`config.mk`:
```
export PLATFORM = sky130hd
export DESIGN_NAME = cnv_event_dispatch
export DESIGN_NICKNAME = d
export VERILOG_FILES = /design/src/rtl/cnv_evt_pkg.sv /design/src/rtl/cnv_pin_edge.sv /design/src/rtl/cnv_ones_detect.sv /design/src/rtl/cnv_evt_arbiter.sv /design/src/rtl/cnv_action_map.sv /design/src/rtl/cnv_event_dispatch.sv
export SDC_FILE = /design/constraint.sdc
export NUM_CORES = 1
export LEC_CHECK = 0
export BUFFER_PORTS_ARGS = -buffer_cell sky130_fd_sc_hd__buf_4
export CAP_MARGIN = 20
export CORE_AREA = 3 3 67 53
export CTS_BUF_LIST = sky130_fd_sc_hd__clkbuf_16
export CTS_CLUSTER_DIAMETER = 100
export DETAILED_ROUTE_END_ITERATION = 8
export DIE_AREA = 0 0 70 56
export PLACE_DENSITY = 0.46
export REMOVE_ABC_BUFFERS = 1
export SYNTH_ARGS = -nofsm -noshare
export SYNTH_HDL_FRONTEND = slang
export SYNTH_SLANG_ARGS = --single-unit
```
`constraint.sdc`:
```
create_clock -name clk -period 1.6 [get_ports clk]
set_input_delay 0.16 -clock clk [delete_from_list [all_inputs] [get_ports clk]]
set_output_delay 0.16 -clock clk [all_outputs]
set_load 0.01 [all_outputs]
```
`src/rtl/cnv_evt_pkg.sv`:
```
`timescale 1ns/1ps
// Shared types for the event dispatcher: event codes, the action bundle
// and the table that maps an event to its actions.
// Assumes mode values 3'b000 (idle) and 3'b011 (power-down) are special.
package cnv_evt_pkg;

    typedef enum logic [2:0] {
        EV_NONE   = 3'd0,
        EV_POR    = 3'd1,
        EV_RSTPIN = 3'd2,
        EV_ONES   = 3'd3,
        EV_STBY   = 3'd4,
        EV_SYNC   = 3'd5,
        EV_MODE   = 3'd6,
        EV_DRD    = 3'd7
    } evt_e;

    localparam logic [2:0] MODE_IDLE  = 3'b000;
    localparam logic [2:0] MODE_PWRDN = 3'b011;

    typedef struct packed {
        logic       dflt;
        logic       mforce;
        logic [2:0] mval;
        logic       filt;
        logic       pwrdn;
        logic       ser;
        logic       rdy;
        logic       stdy;
    } act_t;

    localparam act_t ACT_NONE = '{default: '0};

    // Map the winning event (and, for mode writes, the written value) to actions.
    function automatic act_t act_for(input evt_e ev, input logic [2:0] wr_mode);
        act_t a;
        a = ACT_NONE;
        case (ev)
            EV_POR: begin
                a.dflt = 1'b1; a.mforce = 1'b1; a.mval = MODE_IDLE;
                a.filt = 1'b1; a.pwrdn = 1'b1; a.ser = 1'b1;
                a.rdy  = 1'b1; a.stdy = 1'b1;
            end
            EV_RSTPIN, EV_ONES: begin
                a.dflt = 1'b1; a.mforce = 1'b1; a.mval = MODE_IDLE;
                a.filt = 1'b1; a.ser = 1'b1;
                a.rdy  = 1'b1; a.stdy = 1'b1;
            end
            EV_STBY: begin
                a.filt = 1'b1; a.pwrdn = 1'b1;
                a.rdy  = 1'b1; a.stdy = 1'b1;
            end
            EV_SYNC: begin
                a.filt = 1'b1; a.rdy = 1'b1; a.stdy = 1'b1;
            end
            EV_MODE: begin
                a.mforce = 1'b1; a.mval = wr_mode;
                a.filt   = 1'b1;
                a.pwrdn  = (wr_mode == MODE_PWRDN);
                a.rdy    = 1'b1; a.stdy = 1'b1;
            end
            EV_DRD: begin
                a.rdy = 1'b1;
            end
            default: a = ACT_NONE;
        endcase
        return a;
    endfunction

endpackage

```
`src/rtl/cnv_pin_edge.sv`:
```
`timescale 1ns/1ps
// Rising-level detector for a group of active-high pin inputs.
// Assumes the pins are already synchronous to clk. A pin that is high when
// reset releases counts as a rise on the first edge after reset.
module cnv_pin_edge #(
    parameter int unsigned NPINS = 3
) (
    input  logic             clk,
    input  logic             rst_n,
    input  logic [NPINS-1:0] lvl_i,
    output logic [NPINS-1:0] rise_o
);

    logic [NPINS-1:0] lvl_q;

    for (genvar g = 0; g < NPINS; g++) begin : g_pin
        // Remember last sampled level of this pin.
        always_ff @(posedge clk) begin
            if (!rst_n) lvl_q[g] <= 1'b0;
            else        lvl_q[g] <= lvl_i[g];
        end
        assign rise_o[g] = lvl_i[g] & ~lvl_q[g];
    end

endmodule

```
`src/rtl/cnv_ones_detect.sv`:
```
`timescale 1ns/1ps
// Counts consecutive one bits on the serial data line and flags the bit that
// completes a run of RUN_LEN. Zero bits clear the run in any port state; one
// bits count only while the port is idle. clr_i (a serial reset winning this
// cycle) empties the run.
module cnv_ones_detect #(
    parameter int unsigned RUN_LEN = 32,
    localparam int unsigned CNT_W  = (RUN_LEN > 2) ? $clog2(RUN_LEN) : 1
) (
    input  logic             clk,
    input  logic             rst_n,
    input  logic             bit_stb_i,
    input  logic             bit_i,
    input  logic             idle_i,
    input  logic             clr_i,
    output logic             hit_o,
    output logic [CNT_W-1:0] cnt_o
);

    localparam logic [CNT_W-1:0] LAST = CNT_W'(RUN_LEN - 1);

    logic [CNT_W-1:0] run_q;
    logic             one_ok;

    assign one_ok = bit_stb_i & bit_i & idle_i;
    assign hit_o  = one_ok & (run_q == LAST);
    assign cnt_o  = run_q;

    // Track length of the current run of accepted one bits.
    always_ff @(posedge clk) begin
        if (!rst_n)                   run_q <= '0;
        else if (clr_i)               run_q <= '0;
        else if (bit_stb_i && !bit_i) run_q <= '0;
        else if (one_ok)              run_q <= run_q + 1'b1;
    end

endmodule

```
`src/rtl/cnv_evt_arbiter.sv`:
```
`timescale 1ns/1ps
// Fixed-priority resolver: picks one event from the raw requests of this
// cycle. Order, highest first: power-on, reset pin, ones run, standby, sync,
// mode write, data read. Purely combinational.
module cnv_evt_arbiter
    import cnv_evt_pkg::*;
(
    input  logic por_i,
    input  logic rstpin_i,
    input  logic ones_i,
    input  logic stby_i,
    input  logic sync_i,
    input  logic mwr_i,
    input  logic drd_i,
    output evt_e win_o,
    output logic ser_clr_o
);

    // Walk the requests in priority order.
    always_comb begin
        if      (por_i)    win_o = EV_POR;
        else if (rstpin_i) win_o = EV_RSTPIN;
        else if (ones_i)   win_o = EV_ONES;
        else if (stby_i)   win_o = EV_STBY;
        else if (sync_i)   win_o = EV_SYNC;
        else if (mwr_i)    win_o = EV_MODE;
        else if (drd_i)    win_o = EV_DRD;
        else               win_o = EV_NONE;
    end

    assign ser_clr_o = (win_o == EV_POR) || (win_o == EV_RSTPIN) || (win_o == EV_ONES);

endmodule

```
`src/rtl/cnv_action_map.sv`:
```
`timescale 1ns/1ps
// Registers the action bundle and event code of the winning event so that
// all outputs change together one cycle after the event is sampled.
module cnv_action_map
    import cnv_evt_pkg::*;
(
    input  logic       clk,
    input  logic       rst_n,
    input  evt_e       win_i,
    input  logic [2:0] wr_mode_i,
    output evt_e       evt_o,
    output act_t       act_o
);

    // Latch winner and its actions; quiet while in reset.
    always_ff @(posedge clk) begin
        if (!rst_n) begin
            evt_o <= EV_NONE;
            act_o <= ACT_NONE;
        end else begin
            evt_o <= win_i;
            act_o <= act_for(win_i, wr_mode_i);
        end
    end

endmodule

```
`src/rtl/cnv_event_dispatch.sv`:
```
`timescale 1ns/1ps
// Top of the reset and event dispatcher. Detects pin rises and the serial
// ones run, resolves one winner per cycle and drives its one-cycle action
// bundle. Assumes all inputs are synchronous to clk.
module cnv_event_dispatch
    import cnv_evt_pkg::*;
#(
    parameter int unsigned RUN_LEN = 32
) (
    input  logic       clk,
    input  logic       rst_n,
    input  logic       por_i,
    input  logic       rst_pin_i,
    input  logic       stby_pin_i,
    input  logic       sync_pin_i,
    input  logic       mode_wr_i,
    input  logic [2:0] mode_wr_val_i,
    input  logic       data_rd_i,
    input  logic       ser_bit_stb_i,
    input  logic       ser_data_i,
    input  logic       ser_idle_i,
    output logic [2:0] evt_code_o,
    output logic       dflt_restore_o,
    output logic       mode_force_o,
    output logic [2:0] mode_val_o,
    output logic       filt_reset_o,
    output logic       ana_pwrdn_o,
    output logic       ser_reset_o,
    output logic       rdy_set_o,
    output logic       stdy_set_o
);

    localparam int unsigned NPINS = 3;
    localparam int unsigned CNT_W = (RUN_LEN > 2) ? $clog2(RUN_LEN) : 1;

    logic [NPINS-1:0] pin_lvl;
    logic [NPINS-1:0] pin_rise;
    logic             ones_hit;
    logic             ser_clr;
    logic [CNT_W-1:0] ones_cnt;
    evt_e             win;
    evt_e             evt_q;
    act_t             act_q;

    assign pin_lvl = {sync_pin_i, stby_pin_i, rst_pin_i};

    cnv_pin_edge #(.NPINS(NPINS)) u_pins (
        .clk    (clk),
        .rst_n  (rst_n),
        .lvl_i  (pin_lvl),
        .rise_o (pin_rise)
    );

    cnv_ones_detect #(.RUN_LEN(RUN_LEN)) u_ones (
        .clk       (clk),
        .rst_n     (rst_n),
        .bit_stb_i (ser_bit_stb_i),
        .bit_i     (ser_data_i),
        .idle_i    (ser_idle_i),
        .clr_i     (ser_clr),
        .hit_o     (ones_hit),
        .cnt_o     (ones_cnt)
    );

    cnv_evt_arbiter u_arb (
        .por_i     (por_i),
        .rstpin_i  (pin_rise[0]),
        .ones_i    (ones_hit),
        .stby_i    (pin_rise[1]),
        .sync_i    (pin_rise[2]),
        .mwr_i     (mode_wr_i),
        .drd_i     (data_rd_i),
        .win_o     (win),
        .ser_clr_o (ser_clr)
    );

    cnv_action_map u_map (
        .clk       (clk),
        .rst_n     (rst_n),
        .win_i     (win),
        .wr_mode_i (mode_wr_val_i),
        .evt_o     (evt_q),
        .act_o     (act_q)
    );

    assign evt_code_o     = evt_q;
    assign dflt_restore_o = act_q.dflt;
    assign mode_force_o   = act_q.mforce;
    assign mode_val_o     = act_q.mval;
    assign filt_reset_o   = act_q.filt;
    assign ana_pwrdn_o    = act_q.pwrdn;
    assign ser_reset_o    = act_q.ser;
    assign rdy_set_o      = act_q.rdy;
    assign stdy_set_o     = act_q.stdy;

endmodule

```
==> results of run 1 <==
[registers in the layout (all words and copies together), names as in the netlist]
name / cells
u_ones.cnt_o: 5
u_pins.lvl_q: 3
u_map.evt_o: 3
u_map.act_o: 8
[cell families (layout without fill, tap and decap cells)]
kind of cell	after synthesis	count (layout)
compound gates	11	11
xor+xnor	3	3
fa+ha+maj	2	2
buf+inv	6	37
flops	19	19
mux	2	2
simple gates	33	33
[layout make-up]
| class | instances | area, um2 |
|---|---|---|
| Sequential cell | 19 | 382 |
| Clock buffer | 3 | 75.1 |
| Inverter | 3 | 11.3 |
| Timing Repair Buffer | 30 | 225 |
| Tap cell | 38 | 47.5 |
| Fill cell | 306 | 1840 |
| Clock inverter | 1 | 3.75 |
| Multi-Input combinational cell | 51 | 348 |
[Yosys cell counts]
master / instances / area, um2
nand4_1: 2 / 12.5
nand4b_2: 1 / 15.0
buf_4: 2 / 15.0
nor2_1: 10 / 37.5
a21oi_1: 3 / 15.0
xnor2_1: 1 / 8.76
dfxtp_1: 19 / 380
o21a_1: 1 / 7.51
nand2_1: 6 / 22.5
o31ai_1: 1 / 7.51
inv_1: 3 / 11.3
xor2_1: 2 / 17.5
buf_6: 1 / 11.3
o211ai_1: 1 / 7.51
ha_1: 2 / 25.0
a21o_2: 1 / 8.76
nand2b_1: 3 / 18.8
nor3_1: 2 / 10.0
and3_1: 2 / 12.5
and2_1: 5 / 31.3
nand3_1: 1 / 5.00
a311oi_1: 1 / 8.76
mux2i_1: 2 / 20.0
a21boi_0: 1 / 7.51
nand3b_1: 1 / 7.51
o21ai_0: 2 / 10.0
[power by group]
part | switching (uW) | internal, uW | total (uW)
Combinational | 61.6 | 66.1 | 128
Clock | 163 | 332 | 495
Sequential | 5.25 | 493 | 498
[timing repair]
action                                  in CTS  in global routing
endpoints found under the hold margin        0                  0
resized for setup                            0                  8
buffers inserted                             0                  1
endpoints found under the setup margin       0                 12
[path summary, 6_finish.rpt]
check	start	end	slack (ns)	depth (start not counted)
worst max register to register	u_ones.cnt_o[0]$_SDFFE_PP0P_	u_ones.cnt_o[2]$_SDFFE_PP0P_	0.05	7
worst min register to register	u_ones.cnt_o[4]$_SDFFE_PP0P_	u_ones.cnt_o[4]$_SDFFE_PP0P_	0.51	2
worst max-delay path	u_ones.cnt_o[0]$_SDFFE_PP0P_	u_ones.cnt_o[2]$_SDFFE_PP0P_	0.05	7
worst min-delay path	por_i	u_map.evt_o[1]$_SDFF_PN0_	0.12	2
[critical path: stages (launching register included)]
cell	delay, ns
dfxtp_2	0.32
ha_2	0.18
and3_1	0.18
ha_1	0.17
nand4_1	0.15
nand4b_4	0.15
a21o_4	0.23
nor2_1	0.10
[per-layer routing]
layer / track usage [%] / routed length (um)
met2: 10.8 / 710
met4: 2.46 / 21
met1: 10.4 / 780
met3: 3.43 / 55
met5: 0 / 0
[stage by stage]
stage / TNS [ns] / hold slack [ns] / instance area, um2 / setup slack [ns]
after global routing: -0.0979 / 0.115 / 1090 / -0.0419
after CTS: 0 / 0.110 / 1050 / 0.00954
after global placement: 0 / 0.365 / 973 / 0.0384
after floorplan: 0 / 0.232 / 708 / 0.0866
final: 0 / 0.119 / 1090 / 0.0494
after detailed placement: 0 / 0.370 / 973 / 0.0143
==> results.ini, run 1 <==
[route]
vias = 608
drc_errors = 0
vias_per_cell = 4.19
first_iter_violations = 32
drt-pass1-iter-count = 4
wl_per_cell_um = 10.8
antenna_left = 0
wirelength_mm = 1.57

[timing]
finClkSkew_ns = 0.00191
post-route-period-util_pct = 96.9
finalSetupViolations = 0
rsz0062_at_grt = true
hold_viol_final = 0
post-route-min-period_ns = 1.55
maxSlewViolCount = 0
worst_pin_slew_ns = 0.245
clock.fmax_ghz = 0.645
maxSlewHeadroom_pct = 83.6

[global_routing]
grt_max_degree = 11
globalRouteOverflowTotal = 0
grt_pass1_wl_mm = 2.33
grtUsageTotal_pct = 7.68
antenna_found_initial = 0
grt_pass1_vias = 525

[layout]
final_cell_mix = buf_4 (30), dfxtp_1 (18), nor2_1 (7)
drive_gt1_share_pct = 38.3
fin_cells = 145
finalCoreUtilization_pct = 37.2
layout_commonest_cell = buf_4
nNetsFinal = 124
syn2layout_area_growth_pct = 48.7
diodes = 0

[synthesis]
synth_area_per_cell_um2 = 9.66
synth_compound_area_share_pct = 9.88
synth_fa_ha_area_share_pct = 3.41
ys_seq_area_share_pct = 51.8
synthesis.area_um2 = 734
synth_top_family_by_area = simple AND/OR/NAND/NOR gates
synthSimpleGateAreaFrac_pct = 23.5
synthCells = 76
ys_warn_count = 0
synthMuxAreaShare_pct = 2.73
synth-xor-area-share_pct = 3.58
ys_seq_elements = 19
ys_types = 26

[floorplan]
initial_core_util_pct = 25.0
ios = 27
fp.dieW_um = 70
core_area_um2 = 2940
die_y_um = 56
die_area_um2 = 3920
rows = 17

[placed_design]
dpl.cell_count = 140
io_buffers = 26
gp_congestion = 0.820
dp_hpwl_mm = 1.24

[clocking]
cts_buffers = 3
cts_tree = built
cts_hold_buf = 0
clk_latency_ns = 0.25
htree_levels = 1
cts_sinks = 19
clockBufferDepth = 2
cts-root-buf = clkbuf_16
clkTransAtPathRegs_ns = 0.05

[power]
vdd_drop_max_mv = 0.633
total_power_uw = 1120
leakage_uw = 0.000499
power_density_nw_per_um2 = 1030

[worst_hold_path]
hold_class = in -> reg

[critical_path]
crit_fanout = 5
start_kind = flip-flop
critPathArrivalTime_ns = 1.73
endpoint_kind = flip-flop
critical_path_class = reg -> reg
cp_data_required_time_ns = 1.78

[run]
maxCapViolCount = 0

[status]
status = completed

No activity file was read; power rests on OpenSTA's default activity.
==> run 2: changes to the inputs <==
- clock period: 1.6 -> 1.9 ns (I/O delays scaled with it)
==> results.ini, run 2 (same netlist as run 1, synthesis figures left out) <==
[status]
status = completed

[global_routing]
globalRouteOverflowTotal = 0  ; unchanged
grt_max_degree = 11  ; unchanged
grtUsageTotal_pct = 7.79  ; +0.11 points
grt_pass1_wl_mm = 2.37  ; +1.5%
antenna_found_initial = 0  ; unchanged
grt_pass1_vias = 550  ; +4.8%

[worst_hold_path]
holdPathStages = 2  ; unchanged
hold_class = in -> reg

[floorplan]
die_y_um = 56  ; unchanged
initial_core_util_pct = 25.0  ; unchanged
ios = 27  ; unchanged
rows = 17  ; unchanged
core_area_um2 = 2940  ; unchanged
fp.dieW_um = 70  ; unchanged
die_area_um2 = 3920  ; unchanged

[layout]
diodes = 0  ; unchanged
regArea_um2 = 380  ; -0.33%
fill_cells = 304  ; -0.65%
final_cell_mix = buf_4 (26), dfxtp_1 (19), nor2_1 (10)
largest_reg_flops = 8  ; unchanged
nNetsFinal = 120  ; -3.2%
syn2layout_area_growth_pct = 40.2
layout_commonest_cell = buf_4
largest-register = u_map.act_o
multi_input_area_um2 = 317  ; -9.0%
drive_gt1_share_pct = 30.1  ; -8.2 points

[clocking]
cts_tree = built
htree_levels = 1  ; unchanged
cts_buffers = 3  ; unchanged
post_cts_buffers = 0  ; unchanged
clkTransAtPathRegs_ns = 0.05  ; about the same
cts_hold_buf = 0  ; unchanged
clockBufferDepth = 2  ; unchanged
cts_sinks = 19  ; unchanged
cts-root-buf = clkbuf_16
clk_latency_ns = 0.25  ; about the same
cts_resized = 0  ; unchanged

[critical_path]
start_kind = flip-flop
cp_common_cell = ha_1
critPathArrivalTime_ns = 1.82  ; +0.09 ns
cpPeakStageDelay_ns = 0.33  ; about the same
crit_chain = ha_1 > and3_1 > ha_1 > nand4_1 > nand4b_2 > a21o_2 > nor2_1
critical_path_class = reg -> reg
cp_data_required_time_ns = 2.08  ; +0.30 ns
r2r_cells = 7  ; unchanged
endpoint_kind = flip-flop
crit_fanout = 5  ; unchanged
cp_slowest_cell = dfxtp_1

[route]
drc_errors = 0  ; unchanged
wl_per_cell_um = 10.3  ; -4.7%
drt-pass1-iter-count = 4  ; unchanged
vias = 596  ; -2.0%
wirelength_mm = 1.45  ; -7.3%
first_iter_violations = 16  ; -50%
vias_per_cell = 4.23  ; +0.81%
antenna_left = 0  ; unchanged

[placed_design]
dp_hpwl_mm = 1.19  ; -4.1%
io_buffers = 26  ; unchanged
gp_congestion = 0.792  ; -3.4%

[timing]
maxSlewViolCount = 0  ; unchanged
tns_ns = 0  ; unchanged
maxSlewHeadroom_pct = 83.0  ; -0.57 points
post-route-period-util_pct = 86.2  ; -11 points
clock.fmax_ghz = 0.610  ; -5.4%
hold_viol_final = 0  ; unchanged
worst_pin_slew_ns = 0.253  ; +0.00855 ns
holdWs_ns = 0.128  ; +0.00849 ns
post-route-min-period_ns = 1.64  ; +0.0877 ns
rsz0062_at_grt = false
finClkSkew_ns = 0.00120  ; -0.000711 ns
finalSetupViolations = 0  ; unchanged

[power]
vdd_drop_max_mv = 0.527  ; -17%
power_density_nw_per_um2 = 908  ; -11%
leakage_uw = 0.000468  ; -6.3%

[run]
maxCapViolCount = 0  ; unchanged

## run 2: changes by cell type in the layout (fill, tap and decap cells not counted), sizes merged
cell  previous run  this run
buf             30        26
## run 2: final timing paths
check	start	slack (ns)	endpoint
min reg2reg	u_ones.cnt_o[4]$_SDFFE_PP0P_	0.50	u_ones.cnt_o[4]$_SDFFE_PP0P_
max	u_ones.cnt_o[0]$_SDFFE_PP0P_	0.26	u_ones.cnt_o[1]$_SDFFE_PP0P_
min	por_i	0.13	u_map.evt_o[1]$_SDFF_PN0_
max reg2reg	u_ones.cnt_o[0]$_SDFFE_PP0P_	0.26	u_ones.cnt_o[1]$_SDFFE_PP0P_
## run 2: worst max-delay path, delay by kind of cell, from the launching register on
kind	cells	cell delay, ns
flops	1	0.33
fa+ha+maj	2	0.38
compound gates	1	0.25
simple gates	4	0.61
## run 2: layer usage
| metal | part of all wire (%) | up-vias | routed length [um] | GRT usage, % |
|---|---|---|---|---|
| li1 | - | 311 | - | - |
| met4 | 1.0 | 0 | 15 | 4.10 |
| met2 | 45 | 21 | 649 | 11.0 |
| met5 | 0 | - | 0 | 0 |
| met1 | 48 | 262 | 702 | 9.86 |
| met3 | 5.9 | 2 | 86 | 3.43 |
## run 2: area by class of cell
class                      instances  area share, %
multi-input combinational         51           30.7
sequential                        19           36.9
clock inverter                     1          0.365
timing repair buffer              26           19.0
inverter                           3           1.09
tap                               38           4.62
clock buffer                       3           7.29
## run 2: metrics by stage
step / util (%) / total power (uW) / cell area [um2] / cells / worst slack [ns]
global route: 35.1 / 983 / 1030 / 141 / 0.140
detailed placement: 32.4 / 528 / 951 / 137 / 0.276
floorplan: - / 469 / 708 / 73 / 0.387
finish: 35.1 / 935 / 1030 / 141 / 0.262
global placement: 32.4 / 528 / 951 / 137 / 0.299
CTS: 35.1 / 950 / 1030 / 141 / 0.261
## run 2: power by group
group | internal (uW) | total [uW] | switching, uW
Sequential | 415 | 420 | 4.50
Combinational | 51.4 | 99.0 | 47.6
Clock | 279 | 417 | 137
==> run 3: changes to the inputs <==
- PLACE_DENSITY: 0.46 -> 0.48
- REMOVE_ABC_BUFFERS: 1 -> unset
- clock period: 1.9 -> 1.3 ns (I/O delays scaled with it)
==> results.ini, run 3 (same netlist as run 1, synthesis figures left out) <==
[status]
status = finished with violations
failed_checks = negative setup slack

[floorplan]
die_area_um2 = 3920  ; unchanged
fp.dieW_um = 70  ; unchanged
initial_core_util_pct = 25.0  ; unchanged
ios = 27  ; unchanged
rows = 17  ; unchanged
die_y_um = 56  ; unchanged
core_area_um2 = 2940  ; unchanged

[clocking]
htree_levels = 1  ; unchanged
clkTransAtPathRegs_ns = 0.05  ; about the same
clockBufferDepth = 2  ; unchanged
cts_tree = built
cts_sinks = 19  ; unchanged
cts_buffers = 3  ; unchanged
cts-root-buf = clkbuf_16
clk_latency_ns = 0.25  ; about the same
cts_hold_buf = 0  ; unchanged

[layout]
regArea_um2 = 383  ; +0.66%
fin_cells = 147  ; +4.3%
fill_cells = 298  ; -2.0%
layout_commonest_cell = buf_4
drive_gt1_share_pct = 45.9  ; +16 points
fin_area_um2 = 1150  ; +12%
largest_reg_flops = 8  ; unchanged
largest-register = u_map.act_o
syn2layout_area_growth_pct = 57.1
final_cell_mix = buf_4 (32), dfxtp_1 (17), nand2_1 (6)
diodes = 0  ; unchanged
nNetsFinal = 126  ; +5.0%
multi_input_area_um2 = 393  ; +24%

[timing]
hold_viol_final = 0  ; unchanged
maxSlewViolCount = 0  ; unchanged
post-route-period-util_pct = 116  ; +30 points
rsz0062_at_grt = true
worst_pin_slew_ns = 0.275  ; +0.0220 ns
clock.fmax_ghz = 0.664  ; +8.9%
maxSlewHeadroom_pct = 81.5  ; -1.5 points
finalSetupViolations = 16  ; +16
fin_ws_ns = -0.205  ; -0.467 ns
finClkSkew_ns = 0.000950  ; -0.000249 ns
post-route-min-period_ns = 1.50  ; -0.133 ns
tns_ns = -2.53  ; -2.53 ns

[critical_path]
reg2reg_to = u_ones.cnt_o[1]$_SDFFE_PP0P_
r2r_cells = 7  ; unchanged
cp_data_required_time_ns = 1.48  ; -0.60 ns
critPathArrivalTime_ns = 1.69  ; -0.13 ns
start_kind = flip-flop
rrSetupSlack_ns = -0.20  ; -0.47 ns
endpoint_kind = flip-flop
crit_fanout = 5  ; unchanged
critical_path_class = reg -> reg
timing.rr.start = u_ones.cnt_o[0]$_SDFFE_PP0P_

[global_routing]
grtUsageTotal_pct = 8.53  ; +0.75 points
grt_max_degree = 11  ; unchanged
antenna_found_initial = 0  ; unchanged
globalRouteOverflowTotal = 0  ; unchanged
grt_pass1_wl_mm = 2.64  ; +11%
grt_pass1_vias = 624  ; +13%

[run]
maxCapViolCount = 0  ; unchanged

[route]
first_iter_violations = 26  ; +10
vias = 618  ; +3.7%
wirelength_mm = 1.57  ; +8.0%
drt-pass1-iter-count = 4  ; unchanged
wl_per_cell_um = 10.7  ; +3.6%
vias_per_cell = 4.20  ; -0.54%
drc_errors = 0  ; unchanged
antenna_left = 0  ; unchanged

[power]
vdd_drop_max_mv = 0.556  ; +5.4%
power_density_nw_per_um2 = 1200  ; +32%
total_power_uw = 1390  ; +48%
leakage_uw = 0.000508  ; +8.5%

[placed_design]
dp_hpwl_mm = 1.27  ; +6.9%
dpl.cell_count = 141  ; +2.9%
gp_congestion = 0.885  ; +12%
place_area_um2 = 1030  ; +8.4%
io_buffers = 26  ; unchanged

[synthesis]
synth_nets = 92

[worst_hold_path]
hold_path.startpoint = rst_pin_i
whs_endpoint = u_pins.lvl_q[0]$_SDFF_PN0_
holdPathStages = 2  ; unchanged
hold_class = in -> reg

-- run 3: critical path, stage by stage (launching register included) --
cell      delay [ns]
dfxtp_2         0.33
ha_4            0.15
and3_4          0.17
ha_4            0.14
nand4_1         0.16
nand4b_4        0.16
a21o_4          0.24
nor2_1          0.08
-- run 3: how the worst max path moves through the flow --
stage | from | to | cells past startpoint
6_report | u_ones.cnt_o[0]$_SDFFE_PP0P_ | u_ones.cnt_o[1]$_SDFFE_PP0P_ | 7
5_1_grt | u_ones.cnt_o[1]$_SDFFE_PP0P_ | u_map.act_o[1]$_SDFF_PN0_ | 7
4_1_cts | u_ones.cnt_o[0]$_SDFFE_PP0P_ | u_ones.cnt_o[0]$_SDFFE_PP0P_ | 7
3_5_place_dp | u_ones.cnt_o[0]$_SDFFE_PP0P_ | u_ones.cnt_o[0]$_SDFFE_PP0P_ | 7
3_3_place_gp | u_ones.cnt_o[1]$_SDFFE_PP0P_ | u_ones.cnt_o[0]$_SDFFE_PP0P_ | 7
2_1_floorplan | u_ones.cnt_o[0]$_SDFFE_PP0P_ | u_ones.cnt_o[1]$_SDFFE_PP0P_ | 7
-- run 3: layout make-up --
class | count | share of cell area [%]
Clock inverter | 1 | 0.325
Multi-Input combinational cell | 51 | 34.1
Tap cell | 38 | 4.12
Sequential cell | 19 | 33.2
Clock buffer | 3 | 6.51
Timing Repair Buffer | 32 | 20.8
Inverter | 3 | 0.976
-- run 3: per-stage QoR --
stage	utilization, %	setup slack [ns]	hold slack (ns)
6_report	39.3	-0.205	0.0957
5_1_grt	39.3	-0.281	0.0997
4_1_cts	38.9	-0.205	0.0890
3_5_place_dp	35.1	-0.219	0.351
3_3_place_gp	35.1	-0.168	0.345
2_1_floorplan	-	-0.0881	0.202
-- run 3: metal layers --
metal  GRT usage, %  part of all wire [%]  routed length (um)  up-vias
met1           10.1                    47                 743      280
met5              0                     0                   0        -
met2           13.1                    46                 722       13
li1               -                     -                   -      323
met4           4.37                   1.5                  23        0
met3           3.79                   5.1                  80        2
-- run 3: timing repair --
item / in CTS / in global routing
pin swaps: 5 / 1
resized for setup: 6 / 4
buffers inserted: 2 / 0
setup endpoints to repair: 16 / 16
-- run 3: report_power, final --
group | switching [uW] | internal (uW) | leakage (uW) | total [uW]
clock network | 198 | 408 | 0.0000423 | 607
registers | 6.99 | 607 | 0.000157 | 614
logic | 80.5 | 85.2 | 0.000308 | 166
